$ cat src/rtl/i2c_eng_pkg.sv
package i2c_eng_pkg;
  typedef enum logic [2:0] {
    OP_NONE, OP_START, OP_RSTART, OP_STOP, OP_WRITE, OP_READ, OP_ACK
  } op_e;

  typedef struct packed {
    logic scl_low;
    logic sda_low;
    logic chk_high;
    logic smp_rx;
    logic smp_ack;
    logic last;
  } step_t;
endpackage

$ cat src/rtl/i2c_cmd_decode.sv
module i2c_cmd_decode
  import i2c_eng_pkg::*;
(
  input  logic cmd_start,
  input  logic cmd_rstart,
  input  logic cmd_stop,
  input  logic buf_wr,
  input  logic cmd_read,
  input  logic cmd_ack,
  output op_e  op
);
  // fixed priority between simultaneous pulses
  always_comb begin
    if (cmd_start)       op = OP_START;
    else if (cmd_rstart) op = OP_RSTART;
    else if (cmd_stop)   op = OP_STOP;
    else if (buf_wr)     op = OP_WRITE;
    else if (cmd_read)   op = OP_READ;
    else if (cmd_ack)    op = OP_ACK;
    else                 op = OP_NONE;
  end
endmodule

$ cat src/rtl/i2c_baud_tick.sv
module i2c_baud_tick #(
  parameter int RELOAD_W = 7
) (
  input  logic                clk,
  input  logic                rst,
  input  logic                load,
  input  logic                run,
  input  logic [RELOAD_W-1:0] reload,
  output logic                tick
);
  logic [RELOAD_W-1:0] cnt_q;

  always_ff @(posedge clk) begin
    if (rst)                     cnt_q <= '0;
    else if (load)               cnt_q <= reload;
    else if (run && cnt_q == '0) cnt_q <= reload;
    else if (run)                cnt_q <= cnt_q - 1'b1;
  end

  assign tick = run && !load && (cnt_q == '0);
endmodule

$ cat src/rtl/i2c_step_pattern.sv
module i2c_step_pattern
  import i2c_eng_pkg::*;
#(
  parameter int DATA_W = 8,
  parameter int STEP_W = 5
) (
  input  op_e               op,
  input  logic [STEP_W-1:0] step,
  input  logic [DATA_W-1:0] data,
  input  logic              ack_val,
  output step_t             pat
);
  localparam int BIT_STEPS = 2 * DATA_W;

  logic [DATA_W-1:0] shifted;
  logic              cur_bit;
  logic              in_bits;

  assign shifted = data << step[STEP_W-1:1];
  assign cur_bit = shifted[DATA_W-1];
  assign in_bits = (int'(step) < BIT_STEPS);

  always_comb begin
    pat = '0;
    unique case (op)
      OP_START: begin
        pat.chk_high = (step == 0);
        pat.sda_low  = (step != 0);
        pat.scl_low  = (step == 2);
        pat.last     = (step >= 2);
      end
      OP_RSTART: begin
        pat.scl_low  = (step == 0) || (step == 3);
        pat.sda_low  = (step >= 2);
        pat.chk_high = (step == 1);
        pat.last     = (step >= 3);
      end
      OP_STOP: begin
        pat.scl_low  = (step == 0);
        pat.sda_low  = (step <= 1);
        pat.chk_high = (step == 2);
        pat.last     = (step >= 2);
      end
      OP_WRITE: begin
        if (in_bits) begin
          pat.scl_low  = !step[0];
          pat.sda_low  = !cur_bit;
          pat.chk_high = step[0] && cur_bit;
        end else begin
          pat.scl_low = (int'(step) != BIT_STEPS + 1);
          pat.smp_ack = (int'(step) == BIT_STEPS + 1);
          pat.last    = (int'(step) >= BIT_STEPS + 2);
        end
      end
      OP_READ: begin
        if (in_bits) begin
          pat.scl_low = !step[0];
          pat.smp_rx  = step[0];
        end else begin
          pat.scl_low = 1'b1;
          pat.last    = 1'b1;
        end
      end
      OP_ACK: begin
        pat.scl_low  = (step != 1);
        pat.sda_low  = (step <= 1) && !ack_val;
        pat.chk_high = (step == 1) && ack_val;
        pat.last     = (step >= 2);
      end
      default: pat.last = 1'b1;
    endcase
  end
endmodule

$ cat src/rtl/i2c_cmd_engine.sv
module i2c_cmd_engine
  import i2c_eng_pkg::*;
#(
  parameter int RELOAD_W = 7,
  parameter int DATA_W   = 8
) (
  input  logic                clk,
  input  logic                rst,
  input  logic [RELOAD_W-1:0] reload,
  input  logic                cmd_start,
  input  logic                cmd_rstart,
  input  logic                cmd_stop,
  input  logic                cmd_read,
  input  logic                cmd_ack,
  input  logic                ack_val,
  input  logic                buf_wr,
  input  logic [DATA_W-1:0]   buf_data,
  input  logic                sda_in,
  output logic                scl_oe,
  output logic                sda_oe,
  output logic [DATA_W-1:0]   rx_data,
  output logic                rx_ack,
  output logic                busy,
  output logic                wcol,
  output logic                bcol
);
  localparam int MAX_STEP = 2 * DATA_W + 3;
  localparam int STEP_W   = $clog2(MAX_STEP + 1);

  op_e               dec_op, op_q, pat_op;
  logic              busy_q, wcol_q, bcol_q, scl_q, sda_q, rxack_q, ackv_q;
  logic              accept, tick, pat_ackv;
  logic [STEP_W-1:0] step_q, pat_step;
  logic [DATA_W-1:0] wbuf_q, rx_q, pat_data;
  step_t             cur_pat, nxt_pat;

  i2c_cmd_decode u_dec (
    .cmd_start(cmd_start), .cmd_rstart(cmd_rstart), .cmd_stop(cmd_stop),
    .buf_wr(buf_wr), .cmd_read(cmd_read), .cmd_ack(cmd_ack), .op(dec_op)
  );

  assign accept = !busy_q && (dec_op != OP_NONE);

  i2c_baud_tick #(.RELOAD_W(RELOAD_W)) u_baud (
    .clk(clk), .rst(rst), .load(accept), .run(busy_q),
    .reload(reload), .tick(tick)
  );

  // pattern of the step now on the bus
  i2c_step_pattern #(.DATA_W(DATA_W), .STEP_W(STEP_W)) u_cur (
    .op(op_q), .step(step_q), .data(wbuf_q), .ack_val(ackv_q), .pat(cur_pat)
  );

  // pattern of the step about to be entered
  assign pat_op   = accept ? dec_op : op_q;
  assign pat_step = accept ? '0 : step_q + 1'b1;
  assign pat_data = accept ? buf_data : wbuf_q;
  assign pat_ackv = accept ? ack_val : ackv_q;

  i2c_step_pattern #(.DATA_W(DATA_W), .STEP_W(STEP_W)) u_nxt (
    .op(pat_op), .step(pat_step), .data(pat_data), .ack_val(pat_ackv), .pat(nxt_pat)
  );

  always_ff @(posedge clk) begin
    if (rst) begin
      busy_q  <= 1'b0;
      op_q    <= OP_NONE;
      step_q  <= '0;
      wbuf_q  <= '0;
      ackv_q  <= 1'b0;
      scl_q   <= 1'b0;
      sda_q   <= 1'b0;
      rx_q    <= '0;
      rxack_q <= 1'b0;
      wcol_q  <= 1'b0;
      bcol_q  <= 1'b0;
    end else if (accept) begin
      busy_q <= 1'b1;
      op_q   <= dec_op;
      step_q <= '0;
      ackv_q <= ack_val;
      wcol_q <= 1'b0;
      bcol_q <= 1'b0;
      scl_q  <= nxt_pat.scl_low;
      sda_q  <= nxt_pat.sda_low;
      if (dec_op == OP_WRITE) wbuf_q <= buf_data;
    end else begin
      if (busy_q && buf_wr) wcol_q <= 1'b1;
      if (tick) begin
        if (cur_pat.chk_high && !sda_in) begin
          bcol_q <= 1'b1;
          busy_q <= 1'b0;
          scl_q  <= 1'b0;
          sda_q  <= 1'b0;
        end else begin
          if (cur_pat.smp_rx)  rx_q    <= {rx_q[DATA_W-2:0], sda_in};
          if (cur_pat.smp_ack) rxack_q <= sda_in;
          if (cur_pat.last) begin
            busy_q <= 1'b0;
          end else begin
            step_q <= step_q + 1'b1;
            scl_q  <= nxt_pat.scl_low;
            sda_q  <= nxt_pat.sda_low;
          end
        end
      end
    end
  end

  assign scl_oe  = scl_q;
  assign sda_oe  = sda_q;
  assign rx_data = rx_q;
  assign rx_ack  = rxack_q;
  assign busy    = busy_q;
  assign wcol    = wcol_q;
  assign bcol    = bcol_q;


  wcol_set_chk: assert property (@(posedge clk) disable iff (rst)
    (busy_q && buf_wr) |=> wcol_q);


  bcol_release_chk: assert property (@(posedge clk) disable iff (rst)
    $rose(bcol_q) |-> (!scl_q && !sda_q && !busy_q));


  flag_clear_chk: assert property (@(posedge clk) disable iff (rst)
    $rose(busy_q) |-> (!wcol_q && !bcol_q));


  scl_idle_hold_chk: assert property (@(posedge clk) disable iff (rst)
    (!busy_q && !$past(busy_q)) |-> $stable(scl_q));


  start_release_chk: assert property (@(posedge clk) disable iff (rst)
    ($rose(busy_q) && op_q == OP_START) |-> (!scl_q && !sda_q));
endmodule

$ cat config.mk
export PLATFORM = sky130hd
export DESIGN_NAME = i2c_cmd_engine
export DESIGN_NICKNAME = d
export VERILOG_FILES = /design/src/rtl/i2c_eng_pkg.sv /design/src/rtl/i2c_cmd_decode.sv /design/src/rtl/i2c_baud_tick.sv /design/src/rtl/i2c_step_pattern.sv /design/src/rtl/i2c_cmd_engine.sv
export SDC_FILE = /design/constraint.sdc
export NUM_CORES = 1
export LEC_CHECK = 0
export BUFFER_PORTS_ARGS = -buffer_cell sky130_fd_sc_hd__buf_2
export CORE_ASPECT_RATIO = 1.75
export CORE_MARGIN = 5
export CORE_UTILIZATION = 56
export CTS_CLUSTER_SIZE = 25
export DETAILED_ROUTE_END_ITERATION = 7
export PLACE_DENSITY = 0.79
export SYNTH_ARGS = -nofsm -noshare
export SYNTH_HDL_FRONTEND = slang
export SYNTH_SLANG_ARGS = --single-unit
$ cat constraint.sdc
create_clock -name clk -period 3.1 [get_ports clk]
set_input_delay 0.31 -clock clk [delete_from_list [all_inputs] [get_ports clk]]
set_output_delay 0.31 -clock clk [all_outputs]
set_load 0.05 [all_outputs]
## Yosys cells after proc, flatten, opt, wreduce, memory -nomap -nowiden

Index checks and enable logic that the tools add are counted.

| storage, ports and cells | value |
|---|---|
| memory bits (writable) | 0 |
| memories kept | 0 |
| flip-flop bits (word level) | 38 |
| memory bits (read-only) | 0 |
| bits in latches | 0 |

| cells by class | value |
|---|---|
| bitwise gates (word level) | 3 |
| div/mod/pow operators | 0 |
| add/subtract/negate cells | 2 |
| multiply operators | 0 |
| equal/unequal tests | 22 |
| mux-type cells | 38 |
| shift-type cells | 2 |
| $lt $le $gt $ge | 7 |
| reduce and logical (&&, ||, !) cells | 35 |

Operators by type and width:

| kind | count |
|---|---|
| 3-bit equality test (second input constant) | 7 |
| 3-bit 2-to-1 mux | 7 |
| 7-bit 2-to-1 mux | 3 |
| 1-bit 2-to-1 mux | 20 |
| 8-bit by 4-bit << shifter with 8-bit output | 2 |
| 5-bit by 2-bit equality test with 1-bit output (second input constant) | 3 |
| 5-bit by 2-bit >= comparator with 1-bit output (second input constant) | 3 |
| 3-bit by 2-bit equality test with 1-bit output (second input constant) | 4 |
| 1-bit logical AND | 11 |
| 5-bit by 1-bit equality test with 1-bit output (second input constant) | 2 |
| 5-bit logical NOT | 2 |
| 5-bit less-than comparator (second input constant) | 2 |
| 2-bit one-hot mux with 5 select lines | 1 |
| 3-bit nonzero test | 3 |
| 8-bit 2-to-1 mux | 1 |
| 2-bit AND reduction | 4 |
| 4-bit AND reduction | 2 |
| 7-bit logical NOT | 1 |
| 7-bit by 1-bit subtractor with 7-bit output (second input constant) | 1 |
| 3-bit by 1-bit equality test with 1-bit output (second input constant) | 2 |
| 1-bit logical NOT | 6 |
| 1-bit one-hot mux with 6 select lines | 1 |
| 5-bit by 1-bit adder with 5-bit output (second input constant) | 1 |
| 5-bit equality test (second input constant) | 1 |
| other kinds (16) | 19 |

## Longest topological paths before layout

| depth | value |
|---|---|
| depth in word-level cells | 17 |
| depth in mapped cells | 10 |
| mapped depth without buffers | 9 |

## Cells and area by module

From an unflattened synthesis, not the netlist that was laid out.

| second synthesis, totals | value |
|---|---|
| cells, all modules | 328 |
| area, all modules | 2636.3 sq um |

By module, submodules not included:

| module | area an instance (sq um) | sequential area each (sq um) | instances | cells an instance |
|---|---|---|---|---|
| i2c_cmd_engine | 1388.8 | 620.6 | 1 | 165 |
| i2c_baud_tick | 521.8 | 140.1 | 1 | 61 |
| i2c_step_pattern at u_cur | 340.3 | 0.0 | 1 | 45 |
| i2c_step_pattern at u_nxt | 339.1 | 0.0 | 1 | 49 |
| i2c_cmd_decode | 46.3 | 0.0 | 1 | 8 |

## Worst setup path after synthesis

Ideal clock, no wire load.

| path | value |
|---|---|
| path kind | register -> register |
| start point | reg step_q[0] |
| end point | reg sda_q (netlist: sda_oe) |
| setup time | 0.121 ns |
| data arrival time | 2.230 ns |
| data required time | 2.979 ns |
| period minus slack after synthesis | 2.351 ns |
| buffers on the path | 2 |
| stages on the path, launching flop included | 11 |
| slack | 0.749 ns |
| cell sequence | dfxtp_1 -> buf_1 -> inv_1 -> ha_1 -> clkbuf_1 -> mux2i_1 -> o21ai_0 -> o311ai_0 -> and4_1 -> nor4_1 -> o21ai_1 |

| on the way | value |
|---|---|
| cells in the longest elaborated chain, start to end | 10 |

Ends and longest elaborated chain:

| item | line | RTL |
|---|---|---|
| start: declaration | i2c_cmd_engine.sv:33 | `logic [STEP_W-1:0] step_q, pat_step;` |
| start signal: assignment | i2c_cmd_engine.sv:101 | `step_q <= step_q + 1'b1;` |
| 5-bit by 1-bit adder with 5-bit output | i2c_cmd_engine.sv:56 | `assign pat_step = accept ? '0 : step_q + 1'b1;` |
| 5-bit 2-to-1 mux | i2c_cmd_engine.sv:56 |  |
| 8-bit by 4-bit << shifter with 8-bit output | i2c_step_pattern.sv:19 | `assign shifted = data << step[STEP_W-1:1];` |
| 1-bit logical NOT | i2c_step_pattern.sv:47 | `pat.sda_low = !cur_bit;` |
| 2-bit 2-to-1 mux | i2c_step_pattern.sv:45 | `if (in_bits) begin` |
| 2-bit one-hot mux with 5 select lines | i2c_step_pattern.sv:25 | `unique case (op)` |
| 1-bit 2-to-1 mux | i2c_cmd_engine.sv:98 | `if (cur_pat.last) begin` |
| 1-bit 2-to-1 mux | i2c_cmd_engine.sv:90 | `if (cur_pat.chk_high && !sda_in) begin` |
| 1-bit 2-to-1 mux | i2c_cmd_engine.sv:89 | `if (tick) begin` |
| 1-bit 2-to-1 mux | i2c_cmd_engine.sv:77 | `end else if (accept) begin` |
| end signal: assignment | i2c_cmd_engine.sv:85 | `sda_q <= nxt_pat.sda_low;` |
| end signal: assignment | i2c_cmd_engine.sv:103 | `sda_q <= nxt_pat.sda_low;` |
| end: declaration | i2c_cmd_engine.sv:31 | `logic busy_q, wcol_q, bcol_q, scl_q, sda_q, rxack_q, ackv_q;` |

Parallel ways exist; a longest one is shown, timed or not. The select of a mux whose other input is x is not followed.
A chain may end at the register's enable or synchronous reset.

## Worst setup path after layout

| path | value |
|---|---|
| start point | reg step_q[1] |
| end point | reg sda_q (netlist: sda_oe) |

Same word-level chain as after synthesis.

==> results.cfg <==
[route]
wl_per_cell_microns = 16.4
drt-vias-per-instance = 6.15
drtIter0Drc = 72
totalWireLength_microns = 6130
drt_pre_antenna_iters = 4
route.vias.total = 2295
antenna_left = 0
drc = 0

[yosys]
ys_warn_count = 0
seq_area_frac_synth_pct = 32.1
synthFlopType = dfxtp_1
async_flop_share_pct = 0
synth_area_sq_um = 2370
synth_cell_types = 61
ys_ff_latch = 38
syn_avg_cell_area_sq_um = 8.06
syn_inst = 294
synth_nets = 324
synth-edff-count = 0

[pwr]
leakage_nw = 1.14
power_density_nw_per_um2 = 476
ir_worst_vdd_mv = 0.569

[run_status]
status = completed

[finish]
final_cell_mix = nor2_1 (40), dfxtp_1 (38), buf_2 (38)
drive_above_1_share_pct = 19.8
mostFrequentLayoutCell = nor2_1
seq_area_sq_um = 761
final_core_util_pct = 65.6
diodes = 0
multi_input_area_sq_um = 1510
area_growth_pct = 13.8
num-nets-final = 353
final_area_sq_um = 2700
fillers = 387

[floorplanning]
die_h_microns = 96.1
rows = 31
boundaryPins = 39
die_area_sq_um = 5680
core_sq_um = 4110
fp.dieW_microns = 59.2
initial_core_util_pct = 57.6

[sta]
min_period_ns = 2.65
grt_setup_unrepaired = false
worstMarginPinSlew_ns = 0.585
fmax_mhz = 377
finClkSkew_ns = 0.00521
drv_slew = 0
hold_violations = 0
setup_ws_ns = 0.450
fin_crit_sh_pct = 85.5
slew_headroom_pct = 60.9
setup_tns_ns = 0
setup_violations = 0

[placement]
port_buffers = 38
place_congestion = 0.949
pre_cts_slack_ns = 0.535
post-dp-hpwl_microns = 4440
dpl-instance-area_sq_um = 2560

[clock_tree]
worstSkewPairLatency_ns = 0.30
clk_pin_slew_ns = 0.08
clkSinkCount = 38
cts_setup_buffers = 0
cts_buffers = 5
holdBufCountCts = 0
cts-resized-gates = 0
root_buffer = clkbuf_8
cts.path.max_buffers = 2
cts_tree = done
h-tree-depth = 2

[setup_path]
start_kind = flip-flop
cp-end-kind = flip-flop
path_class = reg2reg
worstPathMaxFanout = 14
arrival_ns = 2.83
worstPathRequired_ns = 3.28

[global_routing]
grt-ovfl-total = 0
grt_pass1_wl_microns = 10200
antenna_found_initial = 0
grt_max_degree = 32
grt_pass1_vias = 2275
grtUsageTotal_pct = 23.4

[job]
maxCapViolations = 0

[hold_path]
hold_class = in2reg
-- critical path, stage by stage (launching register included) --
cell,delay (ns)
dfxtp_1,0.64
inv_1,0.17
ha_1,0.50
nor4_1,0.43
nor3_1,0.14
xnor2_1,0.16
and3_1,0.19
nor4_1,0.23
o21ai_1,0.08
-- cells in the mapped netlist, drive strengths merged, types with 3 or more instances --
cell type   n  share of area (%)
dfxtp      38                 32
or2         4                1.1
o21ai      16                3.4
buf         7                1.6
clkbuf     12                1.9
xnor2       3                1.1
nand3      15                3.4
a21oi      21                4.6
nand4       3                1.1
xor2        6                2.2
a211oi      6                1.9
nor3        8                2.1
nand2      25                4.0
nand2b      6                1.6
mux2i      14                5.9
nor2       40                6.3
nor4        7                2.5
o22ai       5                1.3
ha          5                2.6
inv         5               0.79
nor3b       6                1.9
a211o       3                1.1
-- routing by layer --
metal / wire (microns) / part of all wire, % / GRT usage (%)
met1: 2450 / 40 / 26.5
met5: 0 / 0 / 0
met2: 3220 / 52 / 41.0
met4: 195 / 3.2 / 11.7
met3: 270 / 4.4 / 4.03
-- per-stage QoR --
stage	power, mW	hold WS, ns	std cells
3_3_place_gp	0.771	0.434	365
3_5_place_dp	0.776	0.445	365
5_1_grt	1.34	0.256	373
2_1_floorplan	0.713	0.441	294
4_1_cts	1.29	0.252	373
6_report	1.28	0.253	373
-- kinds of logic after synthesis --
kind of cell | Yosys count | synth area share (%)
AOI/OAI and AO/OA | 69 | 18.6
xor gates and xnor gates | 9 | 3.33
adders and majority gates | 5 | 2.64
buffers and inverters | 24 | 4.33
DFF | 38 | 32.1
muxes | 17 | 8.29
and+or+nand+nor | 132 | 30.7
-- flip-flops by register name (all words and copies together) (netlist names) --
signal        flops
sda_oe            1
wcol              1
rx_data           8
scl_oe            1
ackv_q            1
op_q              3
busy              1
step_q            5
rx_ack            1
bcol              1
u_baud.cnt_q      7
wbuf_q            8
-- path summary, 6_finish.rpt --
check                              start                endpoint  slack, ns  cells past startpoint
setup / recovery  step_q[1]$_SDFFE_PP0P_     sda_oe$_SDFFE_PP0P_       0.45                      8
hold reg to reg      scl_oe$_SDFFE_PP0P_     scl_oe$_SDFFE_PP0P_       0.45                      2
setup reg to reg  step_q[1]$_SDFFE_PP0P_     sda_oe$_SDFFE_PP0P_       0.45                      8
hold / removal               buf_data[4]  wbuf_q[4]$_SDFFE_PP0P_       0.25                      3
-- power by group --
group | leakage [nW] | switching (mW) | total, mW | internal (mW)
registers | 0.310 | 0.0304 | 0.541 | 0.510
logic | 0.758 | 0.137 | 0.228 | 0.0907
clock network | 0.0683 | 0.191 | 0.514 | 0.323
-- area by class of cell --
class | instances | area share [%]
clock buffer | 5 | 2.55
clock inverter | 3 | 2.55
inverter | 5 | 0.696
multi-input combinational | 232 | 55.8
sequential | 38 | 28.2
tap | 49 | 2.27
timing repair buffer | 41 | 7.88
Power figures use the tool's default switching activity.
